--- config.mk ---
export PLATFORM = sky130hd
export DESIGN_NAME = stby_wake_ctrl
export DESIGN_NICKNAME = d
export VERILOG_FILES = /design/src/rtl/stby_wake_pkg.sv /design/src/rtl/stby_sync.sv /design/src/rtl/stby_evt_flag.sv /design/src/rtl/stby_wake_eval.sv /design/src/rtl/stby_fsm.sv /design/src/rtl/stby_wake_ctrl.sv
export SDC_FILE = /design/constraint.sdc
export NUM_CORES = 1
export LEC_CHECK = 0
export ABC_AREA = 1
export ABC_CLOCK_PERIOD_IN_PS = 1270
export BUFFER_PORTS_ARGS = -buffer_cell sky130_fd_sc_hd__buf_2
export CAP_MARGIN = 20
export CORE_MARGIN = 2
export CORE_UTILIZATION = 48
export CTS_CLUSTER_SIZE = 25
export DETAILED_ROUTE_END_ITERATION = 8
export PLACE_DENSITY_LB_ADDON = 0.2
export SLEW_MARGIN = 25
export SYNTH_ARGS = -nofsm -noshare
export SYNTH_HDL_FRONTEND = slang
export SYNTH_HIERARCHICAL = 1
export SYNTH_SLANG_ARGS = --single-unit
export TNS_END_PERCENT = 50
--- constraint.sdc ---
create_clock -name clk -period 1.27 [get_ports clk]
set_input_delay 0.1905 -clock clk [delete_from_list [all_inputs] [get_ports clk]]
set_output_delay 0.1905 -clock clk [all_outputs]
set_load 0.03 [all_outputs]
--- src/rtl/stby_wake_pkg.sv ---
package stby_wake_pkg;

    typedef enum logic [1:0] {
        ST_RUN      = 2'd0,
        ST_WAIT_INT = 2'd1,
        ST_WAIT_EVT = 2'd2
    } stby_state_e;

    // Inputs that cross into the clock domain and need synchronizing
    typedef struct packed {
        logic irq;
        logic fiq;
        logic abt;
        logic dbg_pin;
        logic evt;
    } async_src_t;

    localparam int unsigned ASYNC_W = $bits(async_src_t);

    typedef struct packed {
        logic i;
        logic f;
        logic a;
    } psr_mask_t;

    // Qualified wake sources in the clock domain
    typedef struct packed {
        logic irq;
        logic fiq;
        logic abt;
        logic dbg;
        logic evt;
        logic maint;
    } wake_src_t;

    function automatic logic wake_for_int(input wake_src_t s);
        return s.irq | s.fiq | s.abt | s.dbg | s.maint;
    endfunction

    function automatic logic wake_for_evt(input wake_src_t s, input psr_mask_t m);
        return (s.irq & ~m.i) | (s.fiq & ~m.f) | (s.abt & ~m.a)
             | s.dbg | s.evt | s.maint;
    endfunction

endpackage

--- src/rtl/stby_sync.sv ---
module stby_sync #(
    parameter int unsigned WIDTH  = 1,
    parameter int unsigned STAGES = 2
) (
    input  logic             clk,
    input  logic             rst,
    input  logic [WIDTH-1:0] d,
    output logic [WIDTH-1:0] q
);
    logic [WIDTH-1:0] stg [STAGES];

    for (genvar g = 0; g < STAGES; g++) begin : g_stage
        if (g == 0) begin : g_first
            always_ff @(posedge clk) begin
                if (rst) stg[g] <= '0;
                else     stg[g] <= d;
            end
        end else begin : g_next
            always_ff @(posedge clk) begin
                if (rst) stg[g] <= '0;
                else     stg[g] <= stg[g-1];
            end
        end
    end

    assign q = stg[STAGES-1];
endmodule

--- src/rtl/stby_evt_flag.sv ---
module stby_evt_flag (
    input  logic clk,
    input  logic rst,
    input  logic set_i,
    input  logic clr_i,
    output logic flag_o
);
    // Clear wins over a same-cycle set
    always_ff @(posedge clk) begin
        if (rst)        flag_o <= 1'b0;
        else if (clr_i) flag_o <= 1'b0;
        else if (set_i) flag_o <= 1'b1;
    end
endmodule

--- src/rtl/stby_wake_eval.sv ---
module stby_wake_eval
    import stby_wake_pkg::*;
#(
    parameter bit MP_BUILD = 1'b1
) (
    input  async_src_t sync_src,
    input  psr_mask_t  mask,
    input  logic       dbg_halt,
    input  logic       dbg_invasive_en,
    input  logic       dbg_permit,
    input  logic       peer_sev,
    input  logic       maint_bcast,
    input  logic       evt_flag,
    output logic       evt_now,
    output logic       wake_int,
    output logic       wake_evt
);
    localparam logic MP_EN = MP_BUILD;

    wake_src_t src;

    always_comb begin
        evt_now   = sync_src.evt | peer_sev;
        src.irq   = sync_src.irq;
        src.fiq   = sync_src.fiq;
        src.abt   = sync_src.abt;
        src.dbg   = (sync_src.dbg_pin | dbg_halt) & dbg_invasive_en & dbg_permit;
        src.evt   = evt_now | evt_flag;
        src.maint = maint_bcast & MP_EN;
        wake_int  = wake_for_int(src);
        wake_evt  = wake_for_evt(src, mask);
    end
endmodule

--- src/rtl/stby_fsm.sv ---
module stby_fsm
    import stby_wake_pkg::*;
(
    input  logic clk,
    input  logic rst,
    input  logic wfi_req,
    input  logic wfe_req,
    input  logic evt_flag,
    input  logic wake_int,
    input  logic wake_evt,
    output logic evt_clr,
    output logic core_clk_en,
    output logic in_standby,
    output logic wake_pulse
);
    stby_state_e state, nxt;
    logic        skip_wfe;
    logic        wake_now;

    always_comb begin
        nxt      = state;
        skip_wfe = 1'b0;
        wake_now = 1'b0;
        unique case (state)
            ST_RUN: begin
                if (wfi_req)      nxt = ST_WAIT_INT;
                else if (wfe_req) begin
                    if (evt_flag) skip_wfe = 1'b1;
                    else          nxt = ST_WAIT_EVT;
                end
            end
            ST_WAIT_INT: begin
                if (wake_int) begin
                    nxt      = ST_RUN;
                    wake_now = 1'b1;
                end
            end
            ST_WAIT_EVT: begin
                if (wake_evt) begin
                    nxt      = ST_RUN;
                    wake_now = 1'b1;
                end
            end
            default: nxt = ST_RUN;
        endcase
    end

    assign evt_clr    = skip_wfe | ((state == ST_WAIT_EVT) & wake_now);
    assign in_standby = (state != ST_RUN);

    always_ff @(posedge clk) begin
        if (rst) begin
            state       <= ST_RUN;
            core_clk_en <= 1'b1;
            wake_pulse  <= 1'b0;
        end else begin
            state       <= nxt;
            core_clk_en <= (nxt == ST_RUN);
            wake_pulse  <= wake_now;
        end
    end
endmodule

--- src/rtl/stby_wake_ctrl.sv ---
module stby_wake_ctrl
    import stby_wake_pkg::*;
#(
    parameter bit          MP_BUILD    = 1'b1,
    parameter int unsigned SYNC_STAGES = 2
) (
    input  logic clk,
    input  logic rst,
    input  logic wfi_req,
    input  logic wfe_req,
    input  logic irq_a,
    input  logic fiq_a,
    input  logic abort_a,
    input  logic mask_i,
    input  logic mask_f,
    input  logic mask_a,
    input  logic dbg_req_a,
    input  logic dbg_halt,
    input  logic dbg_invasive_en,
    input  logic dbg_permit,
    input  logic event_a,
    input  logic peer_sev,
    input  logic maint_bcast,
    output logic core_clk_en,
    output logic in_standby,
    output logic wake_pulse
);
    async_src_t          raw_src, sync_src;
    logic [ASYNC_W-1:0]  sync_q;
    psr_mask_t           mask;
    logic                evt_flag, evt_now, evt_clr;
    logic                wake_int, wake_evt;

    assign raw_src = '{irq: irq_a, fiq: fiq_a, abt: abort_a,
                       dbg_pin: dbg_req_a, evt: event_a};
    assign mask    = '{i: mask_i, f: mask_f, a: mask_a};

    stby_sync #(.WIDTH(ASYNC_W), .STAGES(SYNC_STAGES)) u_sync (
        .clk (clk),
        .rst (rst),
        .d   (raw_src),
        .q   (sync_q)
    );
    assign sync_src = async_src_t'(sync_q);

    stby_wake_eval #(.MP_BUILD(MP_BUILD)) u_eval (
        .sync_src        (sync_src),
        .mask            (mask),
        .dbg_halt        (dbg_halt),
        .dbg_invasive_en (dbg_invasive_en),
        .dbg_permit      (dbg_permit),
        .peer_sev        (peer_sev),
        .maint_bcast     (maint_bcast),
        .evt_flag        (evt_flag),
        .evt_now         (evt_now),
        .wake_int        (wake_int),
        .wake_evt        (wake_evt)
    );

    stby_evt_flag u_flag (
        .clk    (clk),
        .rst    (rst),
        .set_i  (evt_now),
        .clr_i  (evt_clr),
        .flag_o (evt_flag)
    );

    stby_fsm u_fsm (
        .clk         (clk),
        .rst         (rst),
        .wfi_req     (wfi_req),
        .wfe_req     (wfe_req),
        .evt_flag    (evt_flag),
        .wake_int    (wake_int),
        .wake_evt    (wake_evt),
        .evt_clr     (evt_clr),
        .core_clk_en (core_clk_en),
        .in_standby  (in_standby),
        .wake_pulse  (wake_pulse)
    );
endmodule

==> summary.txt, run 1 <==
Pwr
  • Sequential Power Share: 52.0%
  • Clock power share: between 20% and 30%
  • Worst IR drop on VDD: 0.5843 mV
  • Pwr dens: 1107 nW/um^2
  • Net switching power: 281.4 uW
  • Leak: roughly 0.48 nW
  • Net Sw Frac: roughly 29%
  • Cell internal pwr: about 690 uW
  • Combinational Power Share: 18.3%

Clock network
  • CTS tree: done
  • Worst-skew pair later-pin latency: 0.30 ns
  • Clock transition at path regs: 0.10 ns
  • CTS Buffer Depth: 2
  • CTS Buf Count: 3
  • Root Driver: clkbuf_4
  • H-tree depth: 1
  • Clock sinks: 15

Timing
  • Fmax: 805.6 MHz
  • Final setup margin: ~0.029 ns
  • Worst slew margin: 83.90%
  • Final Cycle Share: 97.75%
  • Final Skew: 0.008456 ns
  • Final-report max-slew violation count: 0
  • RSZ-0062 raised after global routing: yes
  • Final hold vios: 0
  • Worst-margin pin slew: ~0.24 ns
  • Setup violators final: 0
  • Min Tclk post-route: 1.241 ns

Run status
  • Status: finished, final reports clean

Synth
  • Synth area leader: dfxtp_1
  • Area contributors post-synth: dfxtp_1 43%, inv_1 12%, nor2_1 11%, nand2_1 9.7%, ha_1 7.2%
  • Unique cell type count in the Yosys netlist: 15
  • Top cell type's share of synthesized area: 43.24%
  • Seq/Total Area, Yosys: 43.24%
  • Synth Warn #: 6
  • Yosys reg bits: 15
  • Syn Inst Count: between 90 and 100
  • Syn Area/Cell: 7.086 sq um
  • Syn Nets: 119
  • Post-Syn Area: 694.4 sq um

Cells and area
  • Final Util: 66.04%
  • N_diodes: 0
  • Nets: 145
  • Layout cells sized above 1: 39.02%
  • P&R area growth vs syn: 26.85%

Critical path
  • RR Endpoint: u_flag/flag_o
  • Worst setup EP type: register
  • Critical path depth in cells: 9
  • Cell family with most CP delay: flip-flops
  • CP required: 1.46 ns
  • CP startpoint: u_fsm/state[1]
  • Arrival time worst endpoint: approximately 1.4 ns
  • CP peak stage delay: 0.34 ns
  • Crit path to: u_flag/flag_o
  • CP Max Fanout: 3
  • Worst path slowest cell: dfxtp_2
  • Crit path launch type: register
  • Buffers & Inverters on Critical Path: 3
  • Setup CP Type: register to register
  • RR Startpoint: u_fsm/state[1]
  • Worst path cell trace: buf_4, ha_1, inv_1, o21ai_1, nand2_1, o22ai_2, inv_2, nand2_1, nor2_1
  • Cells on worst reg2reg path: 9
  • Critical path's most frequent cell: nand2_1
  • R2r setup slk: 0.03 ns

Route
  • Met3 wire length: 67 microns
  • Residual DRC count: 0
  • Drt total wl: about 1200 microns
  • Routed length on met2: 572 microns
  • M1 wire length: 526 microns
  • Via count: 608
  • Drt pass-1 iters: 4
  • Drt via density: about 4.4
  • DRC marker count from the first detailed-route iteration: 4
  • Avg WL per Cell: roughly 8.8 microns
  • DRT antenna net count: 0
  • Max layer used: met4

Die
  • Die area: 1767 sq um
  • Core Rows: 13
  • Die Y: 42.04 microns
  • Core region area: roughly 1300 sq um
  • Starting Density: between 50% and 60%
  • Die outline width: 42.04 microns
  • I/O Pins: 20

Worst hold path
  • Hold Crit Class: input pin to register
  • Hold Crit Depth: 3

GRT
  • Tot GR Track Use: around 15%
  • Initial antenna violation count: 0
  • Total grt overflow: 0
  • Vias in the first global route: 527
  • Largest net degree at the start of global routing: 14
  • First-pass GRT wire length: 1883 microns

Placement
  • Pre-CTS setup slack: 0.05894 ns
  • Routability cong.: 0.7405
  • Dpl hpwl: 845.9 microns
  • IO buf count: 19

Job
  • Max Cap Viol: 0
==> synth_stat cells (all sizes together) <==
master   n
nor2    26
inv     25
nand2   21
dfxtp   15
ha       4
nand3    2
a21boi   1
a21oi    1
buf      1
o21ai    1
o22ai    1
==> worst min-delay path: stages <==
cell and delay [ns]:
buf_2 0.09, inv_1 0.04, nor2_1 0.03
==> kinds of logic (layout without fill, tap and decap cells) <==
| logic type | after synthesis | count (layout) | synth area share, % |
|---|---|---|---|
| AND/OR/NAND/NOR | 49 | 49 | 30.45 |
| buffers and inverters | 26 | 51 | 15.14 |
| flip-flops | 15 | 15 | 43.24 |
| adder cells (fa/ha/maj) | 4 | 4 | 7.207 |
| AO/OA/AOI/OAI | 4 | 4 | 3.964 |
==> what timing repair did <==
action | in CTS | in global routing
pin swaps | 1 | 7
gates resized for setup | 5 | 8
hold buffers | 0 | 0
setup endpoints to repair | 1 | 3
gates cloned | 0 | 0
buffers inserted | 3 | 0
==> power by group through the flow <==
stage	clock, mW	sequential [mW]	combinational, mW
2_1_floorplan	0	0.527	0.0977
4_1_cts	0.299	0.506	0.170
3_3_place_gp	0	0.519	0.148
6_report	0.290	0.507	0.178
3_5_place_dp	0	0.520	0.151
5_1_grt	0.313	0.510	0.200
==> final cells by class <==
cell class / instances / area [sq um]
Fill cell: 127 / 452.9
Multi-Input combinational cell: 57 / 310.3
Sequential cell: 15 / 304.0
Timing Repair Buffer: 22 / 123.9
Inverter: 25 / 93.84
Clock buffer: 3 / 22.52
Tap cell: 15 / 18.77
Clock inverter: 1 / 7.507
==> metal layers <==
metal	vias up	global-route usage, %
met5	-	0
met2	17	25.31
met3	5	2.586
li1	328	-
met1	258	14.75
met4	0	15.00
==> cells in the final DEF, fill, tap and decap left out <==
cell / n
inv_1: 21
nor2_1: 19
buf_2: 18
nand2_1: 17
dfxtp_1: 12
nor2_2: 6
inv_2: 4
nand2_2: 4
clkbuf_4: 3
ha_1: 3
buf_4: 3
dfxtp_2: 3
clkinvlp_4: 1
buf_6: 1
nand3_2: 1
o21ai_1: 1
o22ai_2: 1
a21boi_1: 1
nand3_1: 1
nor2_4: 1
a21oi_2: 1
ha_2: 1
==> stage by stage <==
step / power, mW / hold slack, ns / setup TNS, ns / instances / cell area [sq um]
4_1_cts: 0.9758 / 0.08165 / 0 / 138 / 860.8
3_3_place_gp: 0.6670 / 0.3881 / 0 / 131 / 797.0
3_5_place_dp: 0.6705 / 0.3929 / 0 / 131 / 797.0
2_1_floorplan: 0.6244 / 0.2629 / 0 / 98 / 694.4
5_1_grt: 1.023 / 0.08526 / -0.08922 / 138 / 880.8
6_report: 0.9753 / 0.08781 / 0 / 138 / 880.8
==> worst min-delay path by stage <==
stage | slack [ns] | endpoint | startpoint
after CTS | 0.08 | u_sync/stg[0][1] | dbg_req_a
after global routing | 0.09 | u_sync/stg[0][1] | dbg_req_a
after floorplan | 0.26 | u_fsm/wake_pulse | rst
after global placement | 0.39 | u_sync/stg[0][3] | fiq_a
final | 0.09 | u_sync/stg[0][0] | event_a
after detailed placement | 0.39 | u_sync/stg[1][1] | u_sync/stg[0][1]
==> sequential cells by signal (all words and copies together), names as in the netlist <==
name               cells
u_flag/flag_o          1
u_fsm/wake_pulse       1
u_fsm/core_clk_en      1
u_fsm/state            2
u_sync/stg            10
No activity file was read; power rests on OpenSTA's default activity.
==> run 2, diff against run 1 <==
--- a/config.mk
+++ b/config.mk
@@ -10,7 +10,7 @@
 export BUFFER_PORTS_ARGS = -buffer_cell sky130_fd_sc_hd__buf_2
 export CAP_MARGIN = 20
 export CORE_MARGIN = 2
-export CORE_UTILIZATION = 48
+export CORE_UTILIZATION = 26
 export CTS_CLUSTER_SIZE = 25
 export DETAILED_ROUTE_END_ITERATION = 8
 export PLACE_DENSITY_LB_ADDON = 0.2
==> run 2 against run 1 <==
Net effect: clock power shrank 6.9%; non-clock buffer count grew 1; first-iteration DRC count grew 50%; die area grew 75%; hold slack gained 0.014 ns; clock-buffer cell count is the same; sequential power is essentially flat; sequential cell count is the same; utilization shrank 29 points; global-route usage shrank 5.9 points; final cell count grew 12%; largest cell class unchanged; highest routed layer unchanged.
==> summary.txt, run 2 (synthesis gave the netlist of run 1 again) <==
Critical path
  • CP peak stage delay: 0.36 ns
  • CP Max Fanout: 4
  • Buffers & Inverters on Critical Path: 2
  • Cell family with most CP delay: flip-flops
  • Critical path's most frequent cell: nand2_1
  • Crit path launch type: register
  • Arrival time worst endpoint: 1.42 ns
  • CP required: 1.46 ns
  • Setup CP Type: register to register
  • Worst path slowest cell: dfxtp_2
  • Worst path cell trace: buf_4, ha_1, nand2_1, o21ai_2, nand2_1, o22ai_2, inv_2, nand2_1, nor2_1
  • Worst setup EP type: register

Timing
  • Final Cycle Share: 97.40%
  • Final hold vios: 0
  • Final-report max-slew violation count: 0
  • RSZ-0062 raised after global routing: yes
  • Worst slew margin: 83.90%
  • Setup violators final: 0
  • Worst-margin pin slew: 0.2415 ns
  • Fmax: ~810 MHz
  • Final setup margin: around 0.033 ns
  • Min Tclk post-route: 1.237 ns
  • Final Skew: 0.007722 ns

GRT
  • Vias in the first global route: 564
  • Met2 Use GR: 15.31%
  • Largest net degree at the start of global routing: 14
  • First-pass GRT wire length: 2214 microns
  • Total grt overflow: 0
  • GR Util met3: 2.558%
  • M1 GR Usage: 9.375%
  • Initial antenna violation count: 0
  • GR peak layer: met2
  • Tot GR Track Use: 8.959%

Die
  • Starting Density: 27.78%
  • Die outline width: 55.68 microns
  • Core Rows: 18
  • I/O Pins: 20
  • Die area: slightly above 3000 sq um
  • Core region area: 2500 sq um
  • Die Y: ~56 microns

Pwr
  • Worst IR drop on VDD: 0.5774 mV
  • Leak: 0.4872 nW
  • Pwr dens: 1048 nW/um^2

Route
  • DRC marker count from the first detailed-route iteration: 6
  • DRT antenna net count: 0
  • Via count: 599
  • Drt via density: 3.890
  • Drt total wl: roughly 1300 microns
  • Avg WL per Cell: about 8.4 microns
  • Drt pass-1 iters: 4
  • Residual DRC count: 0

Clock network
  • CTS Buffer Depth: 2
  • Clock transition at path regs: 0.09 ns
  • Root Driver: clkbuf_4
  • CTS Buf Count: 3
  • Clock sinks: 15
  • CTS tree: done
  • Hold bufs inserted after CTS: 0
  • H-tree depth: 1
  • Worst-skew pair later-pin latency: 0.28 ns

Cells and area
  • Largest register FFs: 10
  • Post-route cell area: 924.6 sq um
  • Top Registers: u_sync/stg: 10 flops, u_fsm/state: 2 flops
  • Nets: 146
  • Largest Register: u_sync/stg
  • P&R area growth vs syn: 33.15%
  • Most common cell after layout, fill and taps aside: nor2_1
  • Multi-input gate area: around 320 sq um
  • N_diodes: 0
  • Layout cells sized above 1: between 30% and 40%
  • Commonest cells after routing, fill and taps aside: 21 x nor2_1, 20 x inv_1, 18 x buf_2, 18 x nand2_1, 11 x dfxtp_1
  • Filler cells: ~280
  • Register area: approximately 310 sq um

Placement
  • IO buf count: 19
  • DP Area: between 800 and 900 sq um
  • Pre-CTS setup slack: 0.03995 ns
  • Routability cong.: 0.7674
  • Dpl hpwl: 942 microns

Run status
  • Status: finished, final reports clean

Job
  • Max Cap Viol: 0

Worst hold path
  • Hold Crit Class: input pin to register
## run 2: cell types whose count changed in the layout (fill, tap and decap cells not counted), sizes merged
cell,previous run,this run
buf,22,23
## run 2: per-stage QoR
step | power (mW) | setup TNS, ns | hold slack, ns | util, % | cells
final | 0.9694 | 0 | 0.1015 | 36.99 | 154
after detailed placement | 0.6734 | 0 | 0.3945 | 32.63 | 146
after global routing | 1.038 | -0.1848 | 0.09339 | 36.99 | 154
after floorplan | 0.6244 | 0 | 0.2629 | - | 98
after CTS | 0.9676 | 0 | 0.08677 | 35.14 | 152
after global placement | 0.6713 | 0 | 0.3895 | 32.63 | 146
## run 2: path summary, 6_finish.rpt
| kind | startpoint | end | slack [ns] | cells after the start |
|---|---|---|---|---|
| max | u_fsm/state[0] | u_flag/flag_o | 0.03 | 9 |
| min | abort_a | u_sync/stg[0][2] | 0.10 | 3 |
| max reg2reg | u_fsm/state[0] | u_flag/flag_o | 0.03 | 9 |
| min reg2reg | u_sync/stg[0][0] | u_sync/stg[1][0] | 0.40 | 2 |
## run 2: worst reg2reg max path, delay by kind of cell, from the launching register on
family,cells,cell delay (ns)
buffers and inverters,2,0.17
AND/OR/NAND/NOR,4,0.24
adder cells (fa/ha/maj),1,0.18
AO/OA/AOI/OAI,2,0.20
flip-flops,1,0.36
## run 2: where the power goes
group	switching [mW]	internal, mW	total, mW
clock network	0.151	0.119	0.270
registers	0.0110	0.498	0.509
logic	0.107	0.0840	0.191
## run 2: layout make-up
type	instances	area share [%]
Clock buffer	3	2.436
Clock inverter	1	0.8119
Timing Repair Buffer	23	14.21
Multi-Input combinational cell	57	35.05
Inverter	25	10.42
Tap cell	30	4.060
Sequential cell	15	33.02
## run 2: metal layers
layer / up-vias / part of all wire (%)
met1: 253 / 41
met4: 0 / 2.7
met5: - / 0
met2: 13 / 52
li1: 329 / -
met3: 4 / 4.4
## run 2: what timing repair did
| action | 4_1_cts | 5_1_grt |
|---|---|---|
| gates resized for setup | 5 | 11 |
| pin swaps | 0 | 7 |
| setup buffers | 2 | 2 |
| endpoints found under the setup margin | 1 | 4 |
